`config.mk`:
```
export PLATFORM = sky130hd
export DESIGN_NAME = pic_cascade
export DESIGN_NICKNAME = d
export VERILOG_FILES = /design/src/rtl/pic_cascade_pkg.sv /design/src/rtl/pic_prio_enc.sv /design/src/rtl/pic_sel_reg.sv /design/src/rtl/pic_core.sv /design/src/rtl/pic_cascade.sv
export SDC_FILE = /design/constraint.sdc
export NUM_CORES = 1
export LEC_CHECK = 0
export ABC_AREA = 1
export BUFFER_PORTS_ARGS = -buffer_cell sky130_fd_sc_hd__buf_4
export CAP_MARGIN = 10
export CORE_UTILIZATION = 59
export CTS_BUF_LIST = sky130_fd_sc_hd__clkbuf_16
export CTS_CLUSTER_SIZE = 20
export DETAILED_ROUTE_END_ITERATION = 16
export HOLD_SLACK_MARGIN = 0.12
export MAX_ROUTING_LAYER = met4
export PLACE_DENSITY = 0.86
export SLEW_MARGIN = 10
export SYNTH_ARGS = -nofsm -noshare
export SYNTH_HDL_FRONTEND = slang
export SYNTH_HIERARCHICAL = 1
export SYNTH_SLANG_ARGS = --single-unit
```
`constraint.sdc`:
```
create_clock -name clk_i -period 4.41 [get_ports clk_i]
set_input_delay 0.441 -clock clk_i [delete_from_list [all_inputs] [get_ports clk_i]]
set_output_delay 0.441 -clock clk_i [all_outputs]
set_load 0.01 [all_outputs]
```
`src/rtl/pic_cascade_pkg.sv`:
```
package pic_cascade_pkg;
  localparam int unsigned LINES   = 8;
  localparam int unsigned IDX_W   = $clog2(LINES);
  localparam int unsigned VEC_W   = 8;
  localparam int unsigned BASE_W  = VEC_W - IDX_W;
  localparam int unsigned N_CTRL  = 2;
  localparam int unsigned CASCADE = 2;

  typedef logic [LINES-1:0]  line_vec_t;
  typedef logic [IDX_W-1:0]  line_idx_t;
  typedef logic [BASE_W-1:0] base_t;
endpackage

```
`src/rtl/pic_prio_enc.sv`:
```
module pic_prio_enc #(
  parameter int unsigned N = 8,
  parameter int unsigned W = 3
) (
  input  logic [N-1:0] req_i,
  output logic         any_o,
  output logic [W-1:0] idx_o
);
  always_comb begin
    any_o = 1'b0;
    idx_o = '0;
    for (int i = N - 1; i >= 0; i--) begin
      if (req_i[i]) begin
        any_o = 1'b1;
        idx_o = W'(i);
      end
    end
  end
endmodule

```
`src/rtl/pic_sel_reg.sv`:
```
module pic_sel_reg #(
  parameter int unsigned         W     = 8,
  parameter logic        [W-1:0] WMASK = '1
) (
  input  logic         clk_i,
  input  logic         rst_ni,
  input  logic         we_i,
  input  logic [W-1:0] wdata_i,
  output logic [W-1:0] q_o
);
  always_ff @(posedge clk_i or negedge rst_ni) begin
    if (!rst_ni)   q_o <= '0;
    else if (we_i) q_o <= wdata_i & WMASK;
  end
endmodule

```
`src/rtl/pic_core.sv`:
```
module pic_core
  import pic_cascade_pkg::*;
(
  input  logic      clk_i,
  input  logic      rst_ni,
  input  line_vec_t line_i,
  input  line_vec_t force_i,   // unconditional request set (cascade)
  input  line_vec_t level_i,   // 1 = level mode
  input  line_vec_t mask_i,
  input  logic      ack_i,
  input  logic      eoi_i,
  output logic      win_valid_o,
  output line_idx_t win_idx_o
);
  line_vec_t irr_q, isr_q, last_q;
  line_vec_t req, set_v, drop_v, ack_clr, ack_set, eoi_clr;
  logic      req_any, isr_any;
  line_idx_t req_idx, isr_idx;

  assign req = irr_q & ~mask_i;

  pic_prio_enc #(.N(LINES), .W(IDX_W)) i_req_enc (
    .req_i(req), .any_o(req_any), .idx_o(req_idx)
  );
  pic_prio_enc #(.N(LINES), .W(IDX_W)) i_isr_enc (
    .req_i(isr_q), .any_o(isr_any), .idx_o(isr_idx)
  );

  assign win_valid_o = req_any && (!isr_any || (req_idx < isr_idx));
  assign win_idx_o   = req_idx;

  always_comb begin
    set_v   = (~level_i & line_i & ~last_q) | (level_i & line_i) | force_i;
    drop_v  = level_i & ~line_i;
    ack_set = '0;
    eoi_clr = '0;
    if (ack_i && win_valid_o) ack_set[win_idx_o] = 1'b1;
    if (eoi_i && isr_any)     eoi_clr[isr_idx]   = 1'b1;
    ack_clr = ack_set & ~level_i;
  end

  always_ff @(posedge clk_i or negedge rst_ni) begin
    if (!rst_ni) begin
      irr_q  <= '0;
      isr_q  <= '0;
      last_q <= '0;
    end else begin
      last_q <= line_i;
      irr_q  <= (irr_q | set_v) & ~(ack_clr | drop_v);
      isr_q  <= (isr_q & ~eoi_clr) | ack_set;
    end
  end
endmodule

```
`src/rtl/pic_cascade.sv`:
```
module pic_cascade
  import pic_cascade_pkg::*;
#(
  parameter logic [LINES-1:0] MASTER_SEL_MASK = 8'hF8,
  parameter logic [LINES-1:0] SLAVE_SEL_MASK  = 8'hDE
) (
  input  logic                      clk_i,
  input  logic                      rst_ni,
  input  logic [N_CTRL*LINES-1:0]   irq_i,
  input  logic [N_CTRL*LINES-1:0]   mask_i,
  input  logic [BASE_W-1:0]         pri_base_i,
  input  logic [BASE_W-1:0]         sec_base_i,
  input  logic [N_CTRL-1:0]         eoi_i,
  input  logic [N_CTRL-1:0]         sel_we_i,
  input  logic [LINES-1:0]          sel_wdata_i,
  output logic [N_CTRL*LINES-1:0]   sel_o,
  input  logic                      ack_i,
  output logic                      cpu_irq_o,
  output logic                      vec_valid_o,
  output logic [VEC_W-1:0]          vec_o
);
  logic      [N_CTRL-1:0] win_valid, core_ack;
  line_idx_t              win_idx [N_CTRL];
  line_vec_t              force_v [N_CTRL];
  logic                   casc_hit;

  assign casc_hit = win_valid[0] && (win_idx[0] == line_idx_t'(CASCADE));

  always_comb begin
    force_v[0]          = '0;
    force_v[0][CASCADE] = win_valid[1];
    force_v[1]          = '0;
    core_ack[0]         = ack_i;
    core_ack[1]         = ack_i && casc_hit;
  end

  for (genvar c = 0; c < N_CTRL; c++) begin : g_ctrl
    localparam logic [LINES-1:0] WMASK = (c == 0) ? MASTER_SEL_MASK : SLAVE_SEL_MASK;
    line_vec_t sel_q;

    pic_sel_reg #(.W(LINES), .WMASK(WMASK)) i_sel (
      .clk_i   (clk_i),
      .rst_ni  (rst_ni),
      .we_i    (sel_we_i[c]),
      .wdata_i (sel_wdata_i),
      .q_o     (sel_q)
    );
    assign sel_o[c*LINES +: LINES] = sel_q;

    pic_core i_core (
      .clk_i       (clk_i),
      .rst_ni      (rst_ni),
      .line_i      (irq_i[c*LINES +: LINES]),
      .force_i     (force_v[c]),
      .level_i     (sel_q),
      .mask_i      (mask_i[c*LINES +: LINES]),
      .ack_i       (core_ack[c]),
      .eoi_i       (eoi_i[c]),
      .win_valid_o (win_valid[c]),
      .win_idx_o   (win_idx[c])
    );
  end

  assign cpu_irq_o = win_valid[0];

  always_ff @(posedge clk_i or negedge rst_ni) begin
    if (!rst_ni) begin
      vec_valid_o <= 1'b0;
      vec_o       <= '0;
    end else begin
      vec_valid_o <= ack_i;
      if (ack_i) begin
        if (!win_valid[0])   vec_o <= {pri_base_i, {IDX_W{1'b1}}};
        else if (!casc_hit)  vec_o <= {pri_base_i, win_idx[0]};
        else if (win_valid[1]) vec_o <= {sec_base_i, win_idx[1]};
        else                 vec_o <= {sec_base_i, {IDX_W{1'b1}}};
      end
    end
  end
endmodule

```
==> results.txt <==
The logic depth of the worst path, buffers included is 17, and the sequential cell area in the final layout is 1702 um^2. The mux cell area share after synthesis came out at 0. In this design, the stage delay of the slowest critical-path cell is 520 ps. The cell area power density came out at 569.6 nW/um^2.

The clock tree synthesis step divided the H-tree into 3 levels. VDD sags by at most 0.3268 mV. The logs give 0.05618 for the met3 global-route usage and 0.3576 for the met1 layer usage reported by global route.

Setup violations remaining at the end of the flow were counted as 0. For the share of the core filled with cells in the final layout, the log shows 0.7826. The signal on the critical path passes through inv_1 -> nor2_1 -> or2_1 -> nor3_2 -> nor2_1 -> buf_4 -> ha_1 -> a21oi_1 -> nand2_2 -> a21boi_0 -> nand2_1 -> nor2_2 -> nand2_1 -> inv_1 -> nand4_1 -> nand2_1 -> nand2_1. Yosys printed 6 warnings.

Dividing the synthesized area by the synthesized cell count gives 7.372 um^2. The initial standard-cell utilization of the core was 0.6165; the compound-cell area share of the yosys netlist was 0.07588. The run gives 3545 as the number of global-route vias before repair.

The area fraction in and, or, nand and nor cells after synthesis was 0.3310; the height of the die was 81.12 um. The worst path in the final design needs a cycle of 3364 ps, including I/O delays and setup. Once routing completed, OpenROAD measured the worst setup slack at 1046 ps.

In this run the worst path has a maximum fanout of 8. The internal power of the cells totals 1.623 mW. The count of port buffers added during placement is 76. Combinational family with the most area after synthesis: simple AND/OR/NAND/NOR gates. The design draws 2.670 mW. The first global-routing pass estimated 15010 um of wire. The post-synthesis sequential area ratio came out at 0.4607. The fraction of the cycle the final worst path needs is 0.7628, and the area inside the core boundary is 5991 um^2.

The highest achievable clock rate was 297.3 MHz; the total count of hold-check failures in the final report was 0. In this run the deepest clock path goes through 2 buffers. The run gives 0.3092 as the overall routing resource usage. The layout has 411 filler cells. The relative max-transition margin came out at 0.4303. Setup repair after global routing left no endpoint under its margin. The final max-slew violation count came out at 0. After clock tree synthesis, the flow added hold-fix buffers numbering 0. Number of vias in the routed layout: 3544.

Summing all placed instances gives a cell area of 4373 um^2. The routed via count divided by cell count was 5.227. Across the run, the number of max-cap violations was 0. The tools report the initial antenna violation count as 0. The total number of clock tree sinks was 68; the post-synthesis adder-cell area fraction was 0.01355. The kind of critical path was register to register.

The count of cells along the worst register-to-register path is 17. In the final design database the tool counted 659 nets. The run gives 1628 um^2 as the area occupied by multi-input gates.

The tightest min-delay check is of the primary input to async pin type. The clock-pin slew on the worst setup and hold paths works out to 60 ps. The cell count after synthesis came out at 501. The combinational power share is 0.409, and the switching component of the power is 1.047 mW. In the final timing run, aggregate negative setup slack is 0 ps. The share of final-layout standard cells stronger than drive strength 1 works out to 0.1924. The flow ran to the end, and the final reports show no timing, DRC or antenna violations.

The switching share of total power is 0.3921, and the layout overhead on the synthesized area is 26.93%. Detailed placement ended at an HPWL of 6284 um. In this run, CTS created clock tree buffers numbering 9. The clock network fraction of total power was 0.283; the width of the chip was 81.12 um. Wire length per cell: 13.26 um. The cell that appears most often on the critical path is sky130_fd_sc_hd__nand2_1. The worst path arrival time is 3570 ps, and the number of I/O pins is 83.

Once detail routing completed, the nets flagged for antenna violations numbered 0. The clock insertion delay at the later pin of the skew report came out at 320 ps. The run gives 69 as the pin count of the biggest net entering global routing.

In this run, synthesis produced a sequential element count of 68. Yosys mapped the design onto 27 distinct sky130hd cell types. The tools report the startpoint type of the worst setup path as a register. In this run the most used layer during global routing was met2. The share of the synthesized netlist area taken by xor and xnor gates was 0; the worst-margin pin slew was 854.5 ps. The count of buffering cells on the critical path with inverters included was 3. The share of total power in sequential cells was 0.308; the detailed-route DRC error count was 0. Global routing finished with a remaining overflow of 0. The floorplan step defined a die boundary enclosing 6580 um^2. The cell family contributing the most delay on the critical path is simple AND/OR/NAND/NOR gates. The clock arrives with 5.517 ps of skew. The critical path data required time is 4610 ps.

The logs give 0 for the number of instances resized during post-cts repair and 8990 um for the total routed wirelength. The run gives 332 as the DRC violation total after the first TritonRoute iteration. For this design, the slowest cell found on the critical path is sky130_fd_sc_hd__a21boi_0. The root buffer cell chosen for the clock tree is sky130_fd_sc_hd__clkbuf_16. The met2 layer usage reported by global route was 0.5252; the total leakage power was 2.687 nW.

TritonCTS built the clock tree. The mapped netlist covers 3694 um^2. The finished cells cover 4688 um^2. OpenSTA, run right after detailed placement, puts the worst setup slack at 1014 ps.

The worst setup path is captured at a register. Before antenna repair, the detailed router went through 5 iterations. The run gives 0 as the total setup buffers inserted after CTS.

The repair_antennas step left the layout with diodes totalling 0. The congestion estimate from routability-driven global placement came to 0.9312. After floorplanning, the core was divided into 28 placement rows.
==> power groups by stage <==
stage                     registers, mW  clock network, mW  logic [mW]
after floorplan                   0.828                  0       0.755
after detailed placement          0.829                  0        1.06
after global routing              0.834              0.792        1.23
final                             0.822              0.757        1.09
after CTS                         0.820              0.762        1.08
after global placement            0.823                  0        1.02
==> logic make-up (layout without fill, tap and decap cells) <==
logic type	Yosys count	after routing
AOI/OAI and AO/OA	50	50
adders and majority gates	4	4
and+or+nand+nor	271	271
buffers and inverters	105	190
other	3	20
DFF	68	68
==> stage by stage <==
stage	cells	hold WS [ps]
2_1_floorplan	518	145.4
3_5_place_dp	662	475.3
3_3_place_gp	662	466.9
6_report	678	205.7
5_1_grt	678	235.0
4_1_cts	678	234.8
==> cells in the mapped netlist (all sizes together) <==
library cell	number	area, um^2
a21boi	2	15.01
a21oi	10	50.05
a31oi	4	25.02
buf	8	63.81
clkbuf	2	7.510
conb	3	11.26
dfrtp	68	1702
ha	4	50.05
inv	95	356.6
nand2	164	648.1
nand3	18	90.09
nand3b	2	15.01
nand4	20	125.1
nor2	42	192.7
nor3	20	120.1
o21ai	18	90.09
o22ai	16	100.1
or2	5	31.28
==> flip-flops by register name, indices dropped and copies added (netlist names) <==
register	cells
vec_valid_o	1
g_ctrl.i_core/irr_q	16
vec_o	8
g_ctrl.i_core/isr_q	16
g_ctrl.i_core/last_q	16
g_ctrl.i_sel/q_o	11
==> final timing paths <==
| path | from | endpoint | slack [ps] |
|---|---|---|---|
| setup / recovery | g_ctrl[0].i_core/irr_q[7] | g_ctrl[1].i_core/irr_q[4] | 1050 |
| hold / removal | rst_ni | vec_valid_o | 210 |
| setup reg to reg | g_ctrl[0].i_core/irr_q[7] | g_ctrl[1].i_core/irr_q[4] | 1050 |
| hold reg to reg | vec_o[6] | vec_o[6] | 480 |
| max in group asynchronous | rst_ni | g_ctrl[1].i_core/isr_q[6] | 3610 |
| min in group clk_i | irq_i[9] | g_ctrl[1].i_core/last_q[1] | 240 |
==> cell usage in the layout (no fill, tap or decap), drive strengths merged <==
cell,count
a31oi,4
inv,96
a21oi,10
o21ai,18
clkbuf,9
buf,79
o22ai,16
nor2,42
nand4,20
nand3b,2
nor3,20
bufinv,2
nand2,164
dfrtp,68
or2,5
clkinvlp,1
clkinv,3
ha,4
nand3,18
a21boi,2
conb,20
==> final cells by class <==
| class | count | area share |
|---|---|---|
| multi-input cells | 345 | 0.3472 |
| repair buffers | 79 | 0.1265 |
| clock inverters | 7 | 0.01922 |
| well taps | 75 | 0.02002 |
| clock buffers | 9 | 0.04804 |
| flip-flops and latches | 68 | 0.3630 |
| inverters | 95 | 0.07606 |
==> metal layers <==
metal	vias up	part of all wire
met3	22	0.056
met1	1639	0.43
met4	0	0.023
met2	138	0.49
li1	1745	-
met5	-	0
==> worst register-to-register path, stage by stage (launching register included) <==
cell and delay [ps]:
sky130_fd_sc_hd__dfrtp_1 380, sky130_fd_sc_hd__inv_1 60, sky130_fd_sc_hd__nor2_1 40, sky130_fd_sc_hd__or2_1 250
sky130_fd_sc_hd__nor3_2 140, sky130_fd_sc_hd__nor2_1 60, sky130_fd_sc_hd__buf_4 180, sky130_fd_sc_hd__ha_1 320
sky130_fd_sc_hd__a21oi_1 180, sky130_fd_sc_hd__nand2_2 100, sky130_fd_sc_hd__a21boi_0 520, sky130_fd_sc_hd__nand2_1 170
sky130_fd_sc_hd__nor2_2 140, sky130_fd_sc_hd__nand2_1 90, sky130_fd_sc_hd__inv_1 200, sky130_fd_sc_hd__nand4_1 220
sky130_fd_sc_hd__nand2_1 130, sky130_fd_sc_hd__nand2_1 70
(Power assumes the default switching activity.)
